File: config.mk
export PLATFORM = sky130hd
export DESIGN_NAME = evt_recog_unit
export DESIGN_NICKNAME = d
export VERILOG_FILES = /design/src/rtl/evt_pkg.sv /design/src/rtl/evt_dpath.sv /design/src/rtl/evt_ctrl.sv /design/src/rtl/evt_recog_unit.sv
export SDC_FILE = /design/constraint.sdc
export NUM_CORES = 1
export LEC_CHECK = 0
export BUFFER_PORTS_ARGS = -buffer_cell sky130_fd_sc_hd__buf_2
export CAP_MARGIN = 10
export CORE_AREA = 2 2 39 41
export CTS_CLUSTER_DIAMETER = 60
export DETAILED_ROUTE_END_ITERATION = 16
export DIE_AREA = 0 0 41 43
export PLACE_DENSITY = 0.7
export SLEW_MARGIN = 30
export SYNTH_ARGS = -nofsm -noshare
export SYNTH_HDL_FRONTEND = slang
export SYNTH_SLANG_ARGS = --single-unit
File: constraint.sdc
create_clock -name clk -period 1.3 [get_ports clk]
set_clock_uncertainty 0.2 [all_clocks]
set_input_delay 0.195 -clock clk [delete_from_list [all_inputs] [get_ports clk]]
set_output_delay 0.195 -clock clk [all_outputs]
set_load 0.005 [all_outputs]
File: src/rtl/evt_pkg.sv
package evt_pkg;
  localparam int NUM_EVT   = 4;
  localparam int NUM_LATCH = 3;
  localparam int NUM_EDGE  = 2;

  // recognized-event vector bit positions, index order is priority order
  localparam int IDX_INTR = 0;
  localparam int IDX_NMI  = 1;
  localparam int IDX_SMI  = 2;
  localparam int IDX_BCHK = 3;

  // pending latch positions; edge-captured sources occupy the low bits
  localparam int LAT_NMI  = 0;
  localparam int LAT_SMI  = 1;
  localparam int LAT_BCHK = 2;

  typedef struct packed {
    logic [NUM_LATCH-1:0] clrPend;
    logic [NUM_EVT-1:0]   recogNext;
  } evt_strobe_t;
endpackage

File: src/rtl/evt_dpath.sv
module evt_dpath
  import evt_pkg::*;
(
  input  logic                 clk,
  input  logic                 rstN,
  input  logic                 nmiIn,
  input  logic                 smiIn,
  input  logic                 busChkIn,
  input  logic                 rdyStrobe,
  input  evt_strobe_t          strobe,
  output logic [NUM_LATCH-1:0] pendFlags,
  output logic [NUM_EVT-1:0]   recogVec
);
  logic [NUM_EDGE-1:0]  edgeIn;
  logic [NUM_EDGE-1:0]  edgePrev;
  logic [NUM_LATCH-1:0] setPend;
  logic [NUM_LATCH-1:0] pendNext;
  logic [NUM_LATCH-1:0] pendQ;
  logic [NUM_EVT-1:0]   recogQ;

  assign edgeIn = {smiIn, nmiIn};

  always_ff @(posedge clk or negedge rstN) begin
    if (!rstN) edgePrev <= '0;
    else       edgePrev <= edgeIn;
  end

  for (genvar g = 0; g < NUM_EDGE; g++) begin : gEdge
    assign setPend[g] = edgeIn[g] & ~edgePrev[g];
  end

  assign setPend[LAT_BCHK] = rdyStrobe & busChkIn;

  // a fresh capture wins over a clear in the same cycle
  for (genvar l = 0; l < NUM_LATCH; l++) begin : gLatch
    assign pendNext[l] = (pendQ[l] & ~strobe.clrPend[l]) | setPend[l];
  end

  always_ff @(posedge clk or negedge rstN) begin
    if (!rstN) begin
      pendQ  <= '0;
      recogQ <= '0;
    end else begin
      pendQ  <= pendNext;
      recogQ <= strobe.recogNext;
    end
  end

  assign pendFlags = pendQ;
  assign recogVec  = recogQ;
endmodule

File: src/rtl/evt_ctrl.sv
module evt_ctrl
  import evt_pkg::*;
(
  input  logic                 clk,
  input  logic                 rstN,
  input  logic [NUM_LATCH-1:0] pendFlags,
  input  logic                 intrIn,
  input  logic                 intEnable,
  input  logic                 lockActive,
  input  logic                 snoopWbActive,
  input  logic                 probeRdy,
  input  logic                 inSmm,
  input  logic                 iretEvt,
  input  logic                 smmExitEvt,
  input  logic                 instrBoundary,
  output evt_strobe_t          strobe
);
  logic               iretSeenQ;
  logic [NUM_EVT-1:0] elig;
  logic [NUM_EVT-1:0] grant;
  logic               taken;

  // gate that lets a non-maskable interrupt through while in SMM
  always_ff @(posedge clk or negedge rstN) begin
    if (!rstN)                 iretSeenQ <= 1'b0;
    else if (smmExitEvt)       iretSeenQ <= 1'b0;
    else if (iretEvt && inSmm) iretSeenQ <= 1'b1;
  end

  assign elig[IDX_BCHK] = pendFlags[LAT_BCHK] & ~lockActive & ~snoopWbActive;
  assign elig[IDX_SMI]  = pendFlags[LAT_SMI] & ~probeRdy;
  assign elig[IDX_NMI]  = pendFlags[LAT_NMI] & (~inSmm | iretSeenQ);
  assign elig[IDX_INTR] = intrIn & intEnable;

  always_comb begin
    grant = '0;
    taken = 1'b0;
    for (int i = NUM_EVT - 1; i >= 0; i--) begin
      if (instrBoundary && elig[i] && !taken) begin
        grant[i] = 1'b1;
        taken    = 1'b1;
      end
    end
  end

  always_comb begin
    strobe                   = '0;
    strobe.recogNext         = grant;
    strobe.clrPend[LAT_NMI]  = grant[IDX_NMI];
    strobe.clrPend[LAT_SMI]  = grant[IDX_SMI];
    strobe.clrPend[LAT_BCHK] = grant[IDX_BCHK];
  end
endmodule

File: src/rtl/evt_recog_unit.sv
module evt_recog_unit
  import evt_pkg::*;
(
  input  logic                 clk,
  input  logic                 rstN,
  input  logic                 nmiIn,
  input  logic                 intrIn,
  input  logic                 smiIn,
  input  logic                 busChkIn,
  input  logic                 rdyStrobe,
  input  logic                 lockActive,
  input  logic                 snoopWbActive,
  input  logic                 probeRdy,
  input  logic                 intEnable,
  input  logic                 inSmm,
  input  logic                 iretEvt,
  input  logic                 smmExitEvt,
  input  logic                 instrBoundary,
  output logic [NUM_EVT-1:0]   recogVec,
  output logic [NUM_LATCH-1:0] pendFlags
);
  evt_strobe_t strobe;

  evt_ctrl u_ctrl (
    .clk           (clk),
    .rstN          (rstN),
    .pendFlags     (pendFlags),
    .intrIn        (intrIn),
    .intEnable     (intEnable),
    .lockActive    (lockActive),
    .snoopWbActive (snoopWbActive),
    .probeRdy      (probeRdy),
    .inSmm         (inSmm),
    .iretEvt       (iretEvt),
    .smmExitEvt    (smmExitEvt),
    .instrBoundary (instrBoundary),
    .strobe        (strobe)
  );

  evt_dpath u_dpath (
    .clk       (clk),
    .rstN      (rstN),
    .nmiIn     (nmiIn),
    .smiIn     (smiIn),
    .busChkIn  (busChkIn),
    .rdyStrobe (rdyStrobe),
    .strobe    (strobe),
    .pendFlags (pendFlags),
    .recogVec  (recogVec)
  );
endmodule

---- Word-level counts from Yosys, hierarchy flattened ----
Cells that the tools add are included.
operators by class
  multiplexer cells ....................... 8
  bitwise logic cells ..................... 24
  reductions and logical operators ........ 12
operators by type and width
  cell                number
  1-bit AND           11
  1-bit NOT           9
  1-bit logical AND   8
  1-bit two-way mux   8
  1-bit bitwise OR    4
  1-bit zero test     3
  2-bit nonzero test  1
word-level totals
  bits in registers ....................... 10
  input port bits ......................... 15
  output and inout port bits .............. 7
  logic and storage cells ................. 48

---- Longest topological paths before layout ----
  depth after elaboration ................. 14
  mapped depth ............................ 3
  mapped depth without buffers ............ 3

---- Hierarchy ----
From an unflattened synthesis, not the netlist that was laid out.
second synthesis, totals
  cell total of the unflattened synthesis .. 34
  area total of the unflattened synthesis .. 429.2 um^2
modules (own cells, without submodules)
  module     times used  cells an instance  area each (um^2)  seq. area each (um^2)
  evt_dpath  1           18                 277.8             225.2
  evt_ctrl   1           16                 151.4             25.0

---- Worst setup path after synthesis ----
No wires, ideal clock.
  path type ............................... reg2reg
  from .................................... register u_dpath.pendQ[2], in the netlist u_dpath.pendFlags[2]
  to ...................................... register u_dpath.pendQ[0], in the netlist u_dpath.pendFlags[0]
  library setup time ...................... 0.126 ns
  arrival ................................. 0.967 ns
  data required time ...................... 0.974 ns
  setup slack ............................. 0.007 ns
  stages on the path, launching flop included .. 4
  buffers on the path ..................... 0
  clock period less this slack ............ 1.293 ns
  cell sequence ........................... dfrtp_1 nor3b_4 nand3b_4 a221o_1
between the ends
  longest elaborated chain between the ends .. 13
ends and longest elaborated chain
  item                        line             text
  start, declared             evt_dpath.sv:18  logic [NUM_LATCH-1:0] pendQ;
  start signal, assigned      evt_dpath.sv:44  pendQ <= pendNext;
  1-bit AND (*) (2 in a row)  evt_ctrl.sv:30   assign elig[IDX_BCHK] = pendFlags[LAT_BCHK] & ~lockActive & ~snoopWbActive;
  1-bit logical AND (*)       evt_ctrl.sv:39   if (instrBoundary && elig[i] && !taken) begin
  1-bit two-way mux (*)       evt_ctrl.sv:39
  1-bit zero test             evt_ctrl.sv:39
  1-bit logical AND           evt_ctrl.sv:39
  1-bit two-way mux (*)       evt_ctrl.sv:39
  1-bit zero test (*)         evt_ctrl.sv:39
  1-bit logical AND (*)       evt_ctrl.sv:39
  1-bit two-way mux (*)       evt_ctrl.sv:39
  1-bit NOT (*)               evt_dpath.sv:36  assign pendNext[l] = (pendQ[l] & ~strobe.clrPend[l]) | setPend[l];
  1-bit AND (*)               evt_dpath.sv:36
  1-bit bitwise OR (*)        evt_dpath.sv:36
  via u_dpath.pendNext[0]     evt_dpath.sv:17  logic [NUM_LATCH-1:0] pendNext;
Mark *: on every way through the listed nets, which the timed path passes. The rest lies on a longest branch.
A chain may end at the register's enable or synchronous reset.

---- Final worst setup path ----
Ends and elaborated chain as after synthesis.

==> flow_metrics.py <==
metrics = {
    "outcome": {
        "outcome": "finished, violations left",
        "violations": "setup timing",
    },
    "worst_setup_path": {
        "worstSetupPathType": "flip-flop to flip-flop",
        "crit_fanout": 4,
        "timing.rr.start": "u_dpath.pendFlags[2]",
        "required_ns": 1.24,
        "cp-end-kind": "flip-flop",
        "cpPeakStageDelay_ns": 0.39,
        "crit_path_start": "u_dpath.pendFlags[2]",
        "slowest_stage": "dfrtp_1",
        "startpoint_type": "flip-flop",
        "path_cells": "nor3b_4, nand3b_4, a221o_1",
        "critPathArrivalTime_ns": 1.25,
    },
    "sta": {
        "whs_ns": 0.0290,
        "setup_viol": 1,
        "slew_viol_final": 0,
        "fmax_ghz": 0.762,
        "rsz0062_at_grt": "yes",
        "slew_headroom_pct": 84.1,
        "fin_ws_ns": -0.0115,
        "period_share_pct": 101,
        "period_minus_slack_ns": 1.31,
        "hold_viol": 0,
        "worstMarginPinSlew_ns": 0.236,
    },
    "clock_network": {
        "cts_tree": "done",
        "clk_path_buf_depth": 2,
        "cts_buffers": 3,
        "cts.clk_slew.worst_paths_ns": 0.06,
        "cts_max_level": 1,
        "clk_latency_ns": 0.25,
        "post_cts_resized": 0,
        "clockRootBuffer": "clkbuf_4",
        "cts_setup_buffers": 0,
        "cts.sinks": 10,
    },
    "yosys": {
        "yosys-mux-area-fraction_pct": 0,
        "yosysSeqAreaShare_pct": 63.1,
        "synth_area_per_cell_um2": 12.4,
        "synth-adder-area-share_pct": 0,
        "synthSimpleGateAreaFrac_pct": 24.3,
        "synth_cells": 32,
        "syn-num-nets": 47,
        "synth_compound_area_share_pct": 8.83,
        "netlist_area_um2": 397,
        "synth_top_family_by_area": "simple AND/OR/NAND/NOR gates",
        "yosysWarnings": 0,
        "synth_seq_cells": 10,
        "synth_top_cells_by_area": "dfrtp_1 (63%), nor3b_1 (5.7%), nand3b_4 (5.0%), o21ai_0 (5.0%), nor3b_4 (4.7%)",
        "ys_types": 12,
        "synth_xor_area_share_pct": 0,
        "yosysTopAreaCell": "dfrtp_1",
        "synth_top_cell_area_share_pct": 63.1,
    },
    "finish": {
        "drive_above_1_share_pct": 41.8,
        "synthToLayoutAreaGrowth_pct": 64.4,
        "final_cell_area_um2": 652,
        "diodes": 0,
        "fin_util_pct": 47.1,
        "fin_nets": 84,
    },
    "floorplan": {
        "io_pins": 22,
        "die_area_um2": 1760,
        "chipHeight_um": 43,
        "start_util_pct": 28.7,
        "die_w_um": 41,
        "coreArea_um2": 1380,
        "std_cell_rows": 14,
    },
    "placed_design": {
        "routabilityCongestion": 0.735,
        "port_buffers": 21,
        "place_area_um2": 529,
        "hpwl_um": 598,
    },
    "hold_path": {
        "hold_class": "primary input to flip-flop",
        "hp-start": "probeRdy",
    },
    "global_route": {
        "grt_antenna_before_repair": 0,
        "gr-total-overflow": 0,
        "grt_max_degree": 11,
        "grt_usage_pct": 13.4,
        "first_global_vias": 379,
        "grt_pass1_wl_mm": 1.51,
    },
    "drt": {
        "wl_um": 876,
        "drc": 0,
        "vias": 348,
        "drtIter0Drc": 5,
        "vias_per_cell": 4.19,
        "routedWlPerCell_um": 10.6,
        "dr.pass1.iters": 2,
        "drtAntennaViolNets": 0,
    },
    "power": {
        "ir_drop_uv": 459,
        "p_leak_nw": 0.339,
        "p_per_area_nw_per_um2": 1050,
    },
    "run": {
        "drv_cap": 0,
    },
}
## area by class of cell
type / instances / area, um^2
inverters: 4 / 15.0
clock buffers: 3 / 22.5
repair buffers: 32 / 213
well taps: 16 / 20.0
multi-input cells: 18 / 131
flip-flops and latches: 10 / 250
fillers: 136 / 732
## power by group
group	switching, W	internal [W]
Combinational	0.0000513	0.0000802
Clock	0.0000957	0.000106
Sequential	0.0000134	0.000335
## routing by layer
layer | track usage, % | part of all wire (%) | vias up
met3 | 1.57 | 3.5 | 2
met2 | 21.3 | 55 | 12
li1 | - | - | 175
met4 | 10.0 | 2.2 | 0
met5 | 0 | 0 | -
met1 | 15.4 | 39 | 159
## registers in the layout, indices dropped and copies added, names as in the netlist
name               cells
u_dpath.recogVec       4
u_dpath.edgePrev       2
u_ctrl.iretSeenQ       1
u_dpath.pendFlags      3
## cells in the mapped netlist (all sizes together)
cell type  instances
nor2               2
o21ai              4
a21oi              1
nand2b             2
a221o              1
nand3b             1
nand2              2
and2               1
dfrtp             10
nor3b              4
inv                4
## critical path: cells and delay by family (launching register included)
| kind | cells | cell delay [ns] |
|---|---|---|
| AO/OA/AOI/OAI | 1 | 0.29 |
| AND/OR/NAND/NOR | 2 | 0.33 |
| flip-flops | 1 | 0.39 |
## cell families after synthesis
| logic type | count (synthesis) |
|---|---|
| flip-flops | 10 |
| AO/OA/AOI/OAI | 6 |
| AND/OR/NAND/NOR | 12 |
| buffers and inverters | 4 |
## cell usage in the layout (no fill, tap or decap)
cell / instances
nor3b_4: 1
nand3b_4: 1
nand2b_1: 2
and2_2: 1
dlygate4sd3_1: 10
dfrtp_1: 10
clkbuf_4: 3
inv_1: 4
nor3b_1: 3
a21oi_1: 1
o21ai_0: 4
nor2_1: 2
nand2_1: 2
a221o_1: 1
buf_2: 21
buf_4: 1
## repair_timing
item / 4_1_cts / 5_1_grt
endpoints found under the hold margin: 17 / 0
endpoints found under the setup margin: 1 / 2
hold buffers: 10 / 0
## stage by stage
step / power (W) / cells / worst slack, ns / TNS, ns
finish: 0.000682 / 83 / -0.0115 / -0.0115
global route: 0.000724 / 83 / -0.0509 / -0.0712
CTS: 0.000691 / 83 / -0.00731 / -0.00731
detailed placement: 0.000463 / 70 / 0.00418 / 0
global placement: 0.000459 / 70 / 0.0292 / 0
floorplan: 0.000400 / 32 / 0.00685 / 0
## path summary, 6_finish.rpt
| check | endpoint | slack, ns | depth (start not counted) |
|---|---|---|---|
| max in group asynchronous | u_dpath.edgePrev[0] | 0.57 | 2 |
| worst min register to register | u_dpath.pendFlags[1] | 0.23 | 1 |
| worst min-delay path | u_dpath.recogVec[2] | 0.03 | 3 |
| worst max register to register | u_dpath.pendFlags[0] | -0.01 | 3 |
| min in group asynchronous | u_dpath.pendFlags[2] | 0.15 | 2 |
| worst max-delay path | u_dpath.pendFlags[0] | -0.01 | 3 |
(Power assumes the default switching activity.)
